$ cat config.mk
export PLATFORM = sky130hd
export DESIGN_NAME = pwm_dc_chan
export DESIGN_NICKNAME = d
export VERILOG_FILES = /design/src/rtl/pwm_dc_pkg.sv /design/src/rtl/pwm_dc_regs.sv /design/src/rtl/pwm_dc_tick.sv /design/src/rtl/pwm_dc_counter.sv /design/src/rtl/pwm_dc_chan.sv
export SDC_FILE = /design/constraint.sdc
export NUM_CORES = 1
export LEC_CHECK = 0
export ABC_AREA = 1
export BUFFER_PORTS_ARGS = -buffer_cell sky130_fd_sc_hd__clkbuf_2
export CAP_MARGIN = 20
export CORE_ASPECT_RATIO = 1.2
export CORE_MARGIN = 4
export CORE_UTILIZATION = 50
export CTS_BUF_LIST = sky130_fd_sc_hd__clkbuf_4 sky130_fd_sc_hd__clkbuf_8
export DETAILED_ROUTE_END_ITERATION = 12
export PLACE_DENSITY = 0.79
export SLEW_MARGIN = 20
export SYNTH_ARGS = -nofsm -noshare
export SYNTH_HDL_FRONTEND = slang
export SYNTH_HIERARCHICAL = 1
export SYNTH_SLANG_ARGS = --single-unit
$ cat constraint.sdc
create_clock -name clk -period 5.3 [get_ports clk]
set_input_delay 0 -clock clk [delete_from_list [all_inputs] [get_ports clk]]
set_output_delay 0 -clock clk [all_outputs]
set_load 0.03 [all_outputs]
$ cat src/rtl/pwm_dc_pkg.sv
// Package: shared constants, control-word layout and divider decode for the
// prescaled PWM down-counter channel.
// Assumes: a 3-bit divider select field and a word-addressed register port.
package pwm_dc_pkg;

    // Register word addresses
    localparam int A_PSC = 0;   // prescale value
    localparam int A_DIV = 1;   // divider select
    localparam int A_CTL = 2;   // control word
    localparam int A_PER = 3;   // programmed period
    localparam int A_CMP = 4;   // programmed compare
    localparam int A_CNT = 5;   // live count (read-only)
    localparam int A_FLG = 6;   // zero flag (write 1 to clear)

    // Divider select field width and divider counter width (max ratio 16)
    localparam int DSEL_W = 3;
    localparam int DIVC_W = 4;

    // Control word, bit0 = run ... bit4 = interrupt enable
    typedef struct packed {
        logic irq_en;
        logic out_en;
        logic auto_rl;
        logic invert;
        logic run;
    } ctl_t;

    localparam int CTL_W = $bits(ctl_t);

    // Terminal value of the divider counter (ratio minus one) for a select code
    function automatic logic [DIVC_W-1:0] div_last_f(input logic [DSEL_W-1:0] sel);
        case (sel)
            3'd0:    div_last_f = 4'd1;   // /2
            3'd1:    div_last_f = 4'd3;   // /4
            3'd2:    div_last_f = 4'd7;   // /8
            3'd3:    div_last_f = 4'd15;  // /16
            default: div_last_f = 4'd0;   // /1 (code 4 and spare codes)
        endcase
    endfunction

endpackage

$ cat src/rtl/pwm_dc_regs.sv
// Module: pwm_dc_regs
// Holds the software-visible registers of the channel, the sticky zero flag
// and the combinational read multiplexer. A control write that flips the
// mode bit clears the programmed period and compare values.
// Assumes: one write per cycle, reads have no side effects.
module pwm_dc_regs
    import pwm_dc_pkg::*;
#(
    parameter int DATA_W = 32,
    parameter int ADDR_W = 3,
    parameter int CNT_W  = 16,
    parameter int PSC_W  = 8
) (
    input  logic              clk,
    input  logic              rst_n,
    input  logic [ADDR_W-1:0] addr,
    input  logic              wr_en,
    input  logic [DATA_W-1:0] wr_data,
    output logic [DATA_W-1:0] rd_data,
    input  logic [CNT_W-1:0]  cnt_live,
    input  logic              zero_evt,
    output logic [PSC_W-1:0]  psc_q,
    output logic [DSEL_W-1:0] dsel_q,
    output ctl_t              ctl_q,
    output logic [CNT_W-1:0]  per_q,
    output logic [CNT_W-1:0]  cmp_q,
    output logic              flag_q,
    output logic              flag_clr
);

    ctl_t ctl_wr;
    logic hit_psc, hit_div, hit_ctl, hit_per, hit_cmp, hit_flg;
    logic unused_wr_hi;

    // Address decode for the write strobe
    always_comb begin
        hit_psc = wr_en && (addr == ADDR_W'(A_PSC));
        hit_div = wr_en && (addr == ADDR_W'(A_DIV));
        hit_ctl = wr_en && (addr == ADDR_W'(A_CTL));
        hit_per = wr_en && (addr == ADDR_W'(A_PER));
        hit_cmp = wr_en && (addr == ADDR_W'(A_CMP));
        hit_flg = wr_en && (addr == ADDR_W'(A_FLG));
    end

    assign ctl_wr       = ctl_t'(wr_data[CTL_W-1:0]);
    assign flag_clr     = hit_flg && wr_data[0];
    assign unused_wr_hi = ^wr_data[DATA_W-1:CNT_W];

    // Prescale and divider select registers
    always_ff @(posedge clk) begin
        if (!rst_n) begin
            psc_q  <= '0;
            dsel_q <= '0;
        end else begin
            if (hit_psc) psc_q  <= wr_data[PSC_W-1:0];
            if (hit_div) dsel_q <= wr_data[DSEL_W-1:0];
        end
    end

    // Control, period and compare registers; a mode flip clears period/compare
    always_ff @(posedge clk) begin
        if (!rst_n) begin
            ctl_q <= '0;
            per_q <= '0;
            cmp_q <= '0;
        end else if (hit_ctl) begin
            ctl_q <= ctl_wr;
            if (ctl_wr.auto_rl != ctl_q.auto_rl) begin
                per_q <= '0;
                cmp_q <= '0;
            end
        end else begin
            if (hit_per) per_q <= wr_data[CNT_W-1:0];
            if (hit_cmp) cmp_q <= wr_data[CNT_W-1:0];
        end
    end

    // Sticky zero flag: a new event wins over a same-cycle clear
    always_ff @(posedge clk) begin
        if (!rst_n) begin
            flag_q <= 1'b0;
        end else if (zero_evt && ctl_q.irq_en) begin
            flag_q <= 1'b1;
        end else if (flag_clr) begin
            flag_q <= 1'b0;
        end
    end

    // Combinational read multiplexer
    always_comb begin
        rd_data = '0;
        case (addr)
            ADDR_W'(A_PSC): rd_data = DATA_W'(psc_q);
            ADDR_W'(A_DIV): rd_data = DATA_W'(dsel_q);
            ADDR_W'(A_CTL): rd_data = DATA_W'(ctl_q);
            ADDR_W'(A_PER): rd_data = DATA_W'(per_q);
            ADDR_W'(A_CMP): rd_data = DATA_W'(cmp_q);
            ADDR_W'(A_CNT): rd_data = DATA_W'(cnt_live);
            ADDR_W'(A_FLG): rd_data = DATA_W'(flag_q);
            default:        rd_data = '0;
        endcase
    end

endmodule

$ cat src/rtl/pwm_dc_tick.sv
// Module: pwm_dc_tick
// Produces a single-cycle tick enable every (psc+1)*ratio clock cycles. The
// prescale stage counts system clocks and the divider stage counts prescale
// terminals. Both stages restart from zero while the enable is low.
// Assumes: the divider ratio is 1, 2, 4, 8 or 16 (see pwm_dc_pkg::div_last_f).
module pwm_dc_tick
    import pwm_dc_pkg::*;
#(
    parameter int PSC_W = 8
) (
    input  logic              clk,
    input  logic              rst_n,
    input  logic              en,
    input  logic [PSC_W-1:0]  psc,
    input  logic [DSEL_W-1:0] dsel,
    output logic              tick
);

    logic [PSC_W-1:0]  psc_cnt;
    logic [DIVC_W-1:0] div_cnt;
    logic [DIVC_W-1:0] div_last;
    logic              psc_hit;
    logic              div_hit;

    assign div_last = div_last_f(dsel);
    assign psc_hit  = (psc_cnt == psc);
    assign div_hit  = (div_cnt >= div_last);
    assign tick     = en && psc_hit && div_hit;

    // Prescale counter: wraps at the programmed value
    always_ff @(posedge clk) begin
        if (!rst_n || !en) begin
            psc_cnt <= '0;
        end else if (psc_hit) begin
            psc_cnt <= '0;
        end else begin
            psc_cnt <= psc_cnt + 1'b1;
        end
    end

    // Divider counter: advances once per prescale terminal
    always_ff @(posedge clk) begin
        if (!rst_n || !en) begin
            div_cnt <= '0;
        end else if (psc_hit) begin
            if (div_hit) div_cnt <= '0;
            else         div_cnt <= div_cnt + 1'b1;
        end
    end

endmodule

$ cat src/rtl/pwm_dc_counter.sv
// Module: pwm_dc_counter
// The down counter with its shadowed compare. A rising run bit loads the
// programmed period and compare. A tick that arrives with the count at zero
// either reloads both shadows (auto-reload) or stops the channel (one-shot).
// A low run bit stops the channel and freezes the count.
// Assumes: tick is only asserted while live and run are both high.
module pwm_dc_counter #(
    parameter int CNT_W = 16
) (
    input  logic             clk,
    input  logic             rst_n,
    input  logic             run,
    input  logic             auto_rl,
    input  logic             tick,
    input  logic [CNT_W-1:0] per,
    input  logic [CNT_W-1:0] cmp,
    output logic [CNT_W-1:0] cnt,
    output logic [CNT_W-1:0] act_cmp,
    output logic             live,
    output logic             zero_evt
);

    logic run_q;
    logic start;

    assign start    = run && !run_q;
    assign zero_evt = live && tick && (cnt == '0);

    // Run-edge detector
    always_ff @(posedge clk) begin
        if (!rst_n) run_q <= 1'b0;
        else        run_q <= run;
    end

    // Count, active compare and live state
    always_ff @(posedge clk) begin
        if (!rst_n) begin
            cnt     <= '0;
            act_cmp <= '0;
            live    <= 1'b0;
        end else if (!run) begin
            live <= 1'b0;
        end else if (start) begin
            cnt     <= per;
            act_cmp <= cmp;
            live    <= 1'b1;
        end else if (live && tick) begin
            if (cnt == '0) begin
                if (auto_rl) begin
                    cnt     <= per;
                    act_cmp <= cmp;
                end else begin
                    live <= 1'b0;
                end
            end else begin
                cnt <= cnt - 1'b1;
            end
        end
    end

endmodule

$ cat src/rtl/pwm_dc_chan.sv
// Module: pwm_dc_chan (top)
// One prescaled PWM down-counter channel: registers, tick generator, down
// counter and output stage. The output is high while the count exceeds the
// active compare, then passes through the inverter and the pin gate.
// Assumes: a single clock domain; reset is synchronous and active low.
module pwm_dc_chan
    import pwm_dc_pkg::*;
#(
    parameter int DATA_W = 32,
    parameter int ADDR_W = 3,
    parameter int CNT_W  = 16,
    parameter int PSC_W  = 8
) (
    input  logic              clk,
    input  logic              rst_n,
    input  logic [ADDR_W-1:0] reg_addr,
    input  logic              reg_wr_en,
    input  logic [DATA_W-1:0] reg_wr_data,
    output logic [DATA_W-1:0] reg_rd_data,
    output logic              pwm_out,
    output logic [CNT_W-1:0]  count_val,
    output logic              irq
);

    logic [PSC_W-1:0]  psc_q;
    logic [DSEL_W-1:0] dsel_q;
    ctl_t              ctl_q;
    logic [CNT_W-1:0]  per_q, cmp_q;
    logic [CNT_W-1:0]  cnt, act_cmp;
    logic              live, zero_evt, tick, flag_q, flag_clr;
    logic              pwm_raw;
    logic              irq_en_w, mode_w;

    assign irq_en_w = ctl_q.irq_en;
    assign mode_w   = ctl_q.auto_rl;

    pwm_dc_regs #(
        .DATA_W(DATA_W), .ADDR_W(ADDR_W), .CNT_W(CNT_W), .PSC_W(PSC_W)
    ) u_regs (
        .clk(clk), .rst_n(rst_n), .addr(reg_addr), .wr_en(reg_wr_en),
        .wr_data(reg_wr_data), .rd_data(reg_rd_data), .cnt_live(cnt),
        .zero_evt(zero_evt), .psc_q(psc_q), .dsel_q(dsel_q), .ctl_q(ctl_q),
        .per_q(per_q), .cmp_q(cmp_q), .flag_q(flag_q), .flag_clr(flag_clr)
    );

    pwm_dc_tick #(.PSC_W(PSC_W)) u_tick (
        .clk(clk), .rst_n(rst_n), .en(live && ctl_q.run),
        .psc(psc_q), .dsel(dsel_q), .tick(tick)
    );

    pwm_dc_counter #(.CNT_W(CNT_W)) u_cnt (
        .clk(clk), .rst_n(rst_n), .run(ctl_q.run), .auto_rl(ctl_q.auto_rl),
        .tick(tick), .per(per_q), .cmp(cmp_q), .cnt(cnt), .act_cmp(act_cmp),
        .live(live), .zero_evt(zero_evt)
    );

    // Output stage: compare, invert, gate
    always_comb begin
        pwm_raw = live && (cnt > act_cmp);
        pwm_out = ctl_q.out_en && (pwm_raw ^ ctl_q.invert);
    end

    assign count_val = cnt;
    assign irq       = flag_q;

endmodule

==> results.toml <==
[die]
coreArea_um2 = 11570
io_pins = 88
fp.dieArea_um2 = 13640
rows = 43
die_w_um = 107.3
die_h_um = 127.2
start_util_pct = 51.14

[timing]
fin_skew_ps = 8.072
rsz0062_at_grt = "false"
maxSlewViolCount = 0
fmaxAchievable_ghz = 0.3867
hold_viol_final = 0
period_needed_ps = 2586
layout_setup_ws_ps = 2714
max-slew-margin-rel_pct = 50.59
worst_pin_slew_ps = 738.5
setup_viol = 0
period_share_pct = 48.79
setup_tns_ps = 0

[finish]
fin_nets = 1010
area_growth_pct = 11.36
antenna_cells = 0
mostFrequentLayoutCell = "nand2_1"
final_area_um2 = 6588
mostFrequentLayoutCells = "nand2_1 (219), nand3_1 (116), inv_1 (96)"
layout-drive-gt1-share_pct = 14.59

[worst_hold_path]
hold_path.class = "input port to register"

[place]
finalWeightedCongestion = 0.9063
place_hpwl_um = 11120
io_buffers = 55
place_worst_setup_slack_ps = 2765
placed_cell_area_um2 = 6135

[cts]
postCtsSetupRepairBufs = 0
ctsResizeCount = 0
cts_buffers = 9
ctsRootBufferMaster = "clkbuf_8"
cts_tree = "yes"
htreeDepth = 3
path_clk_slew_ps = 90
clk_path_buf_depth = 2
cts.sinks = 95
clock_latency_ps = 370

[worst_setup_path]
crit_chain = "inv_1, nand3_1, ha_1, nand2_1, inv_1, nand3_1, nand3_1, inv_1, nor2_1, nand2_1, nand2_1, nand2_1, inv_1, nand2_1, nor2_8, inv_4, nor2_1, nor2_1"
cp-end-kind = "register"
slowest_stage = "dfxtp_1"
critPathMaxFanout = 17
crit_buf_inv = 5
cp_slowest_stage_delay_ps = 330
cp_common_cell = "nand2_1"
setup.worst_path.class = "register to register"
cp.required_ps = 5560
cp_top_family = "simple AND/OR/NAND/NOR gates"
cp.arrival_ps = 2850
crit_path_start_kind = "register"

[global_routing]
grtUsageMet1_pct = 31.35
grt_pass1_vias = 5463
grt_first_pass_wirelength_um = 26220
antenna_found_initial = 0
grt_max_degree = 41
gr-usage-met3_pct = 2.628
grt_use_met2_pct = 38.31
grt_use_total_pct = 23.54
grt-ovfl-total = 0
busiest_layer = "met2"

[drt]
firstDrtPassIters = 5
post_drt_wl_per_cell_um = 14.10
drt_iter0_markers = 510
ant_nets = 0
finalWirelength_um = 15650
drt_drc_violations_left = 0
via_count = 5862
routed_via_density = 5.281

[yosys]
synth.avg_cell_area_um2 = 6.610
netlist_instances = 895
syn-cell-area_um2 = 5916
ys_warn_count = 6

[power_and_ir_drop]
p_leak_nw = 3.029
power_density_nw_per_um2 = 234.1
ir_drop_v = 0.0001297
finalPower_mw = 1.542

[job]
max-cap-violations = 0

[status]
status = "finished clean"
worst min-delay path, cell delays in order:
cell and delay, ps:
clkbuf_2 230, nand3_1 150, a21oi_1 60
state kept, by name, summed over array words and instances, names as in the netlist:
signal / count
u_regs/per_q: 16
u_cnt/cnt: 16
u_regs/cmp_q: 16
u_cnt/live: 1
u_cnt/act_cmp: 16
u_regs/ctl_q: 5
u_tick/div_cnt: 4
u_tick/psc_cnt: 8
u_regs/dsel_q: 3
u_regs/psc_q: 8
u_regs/flag_q: 1
u_cnt/run_q: 1
report_power, final:
| group | leakage (nW) | total, mW | switching (mW) | internal [mW] |
|---|---|---|---|---|
| combinational | 2.12 | 0.164 | 0.115 | 0.0485 |
| clock | 0.139 | 0.644 | 0.266 | 0.378 |
| sequential | 0.767 | 0.735 | 0.0107 | 0.724 |
layout make-up:
type	count	area (µm²)
clock buffers	10	137.6
repair buffers	72	450.4
multi-input cells	656	3323
well taps	157	196.4
fillers	1111	4980
flip-flops and latches	95	1902
inverters	114	437.9
clock inverters	6	140.1
stage by stage:
step	cells	hold slack, ps	util [%]
2_1_floorplan	910	134.9	-
3_3_place_gp	1077	273.5	53.03
3_5_place_dp	1077	278.1	53.03
4_1_cts	1109	100.4	56.82
5_1_grt	1110	151.3	56.95
6_report	1110	123.3	56.95
path summary, 6_finish.rpt:
check / start / cells past startpoint / slack (ps) / end
setup reg to reg: u_regs/dsel_q[2] / 18 / 2710 / u_cnt/act_cmp[6]
hold / removal: reg_wr_en / 3 / 120 / u_regs/psc_q[2]
hold reg to reg: u_tick/psc_cnt[7] / 2 / 490 / u_tick/psc_cnt[7]
setup / recovery: u_regs/dsel_q[2] / 18 / 2710 / u_cnt/act_cmp[6]
layer usage:
metal	up-vias	wire (µm)
li1	2959	-
met1	2645	6788
met2	218	7401
met3	40	926
met4	0	529
met5	-	0
repair_timing:
| action | CTS | global route |
|---|---|---|
| endpoints found under the setup margin | 0 | 0 |
| endpoints found under the hold margin | 43 | 0 |
| hold buffers | 16 | 0 |
No activity file was read; power rests on OpenSTA's default activity.
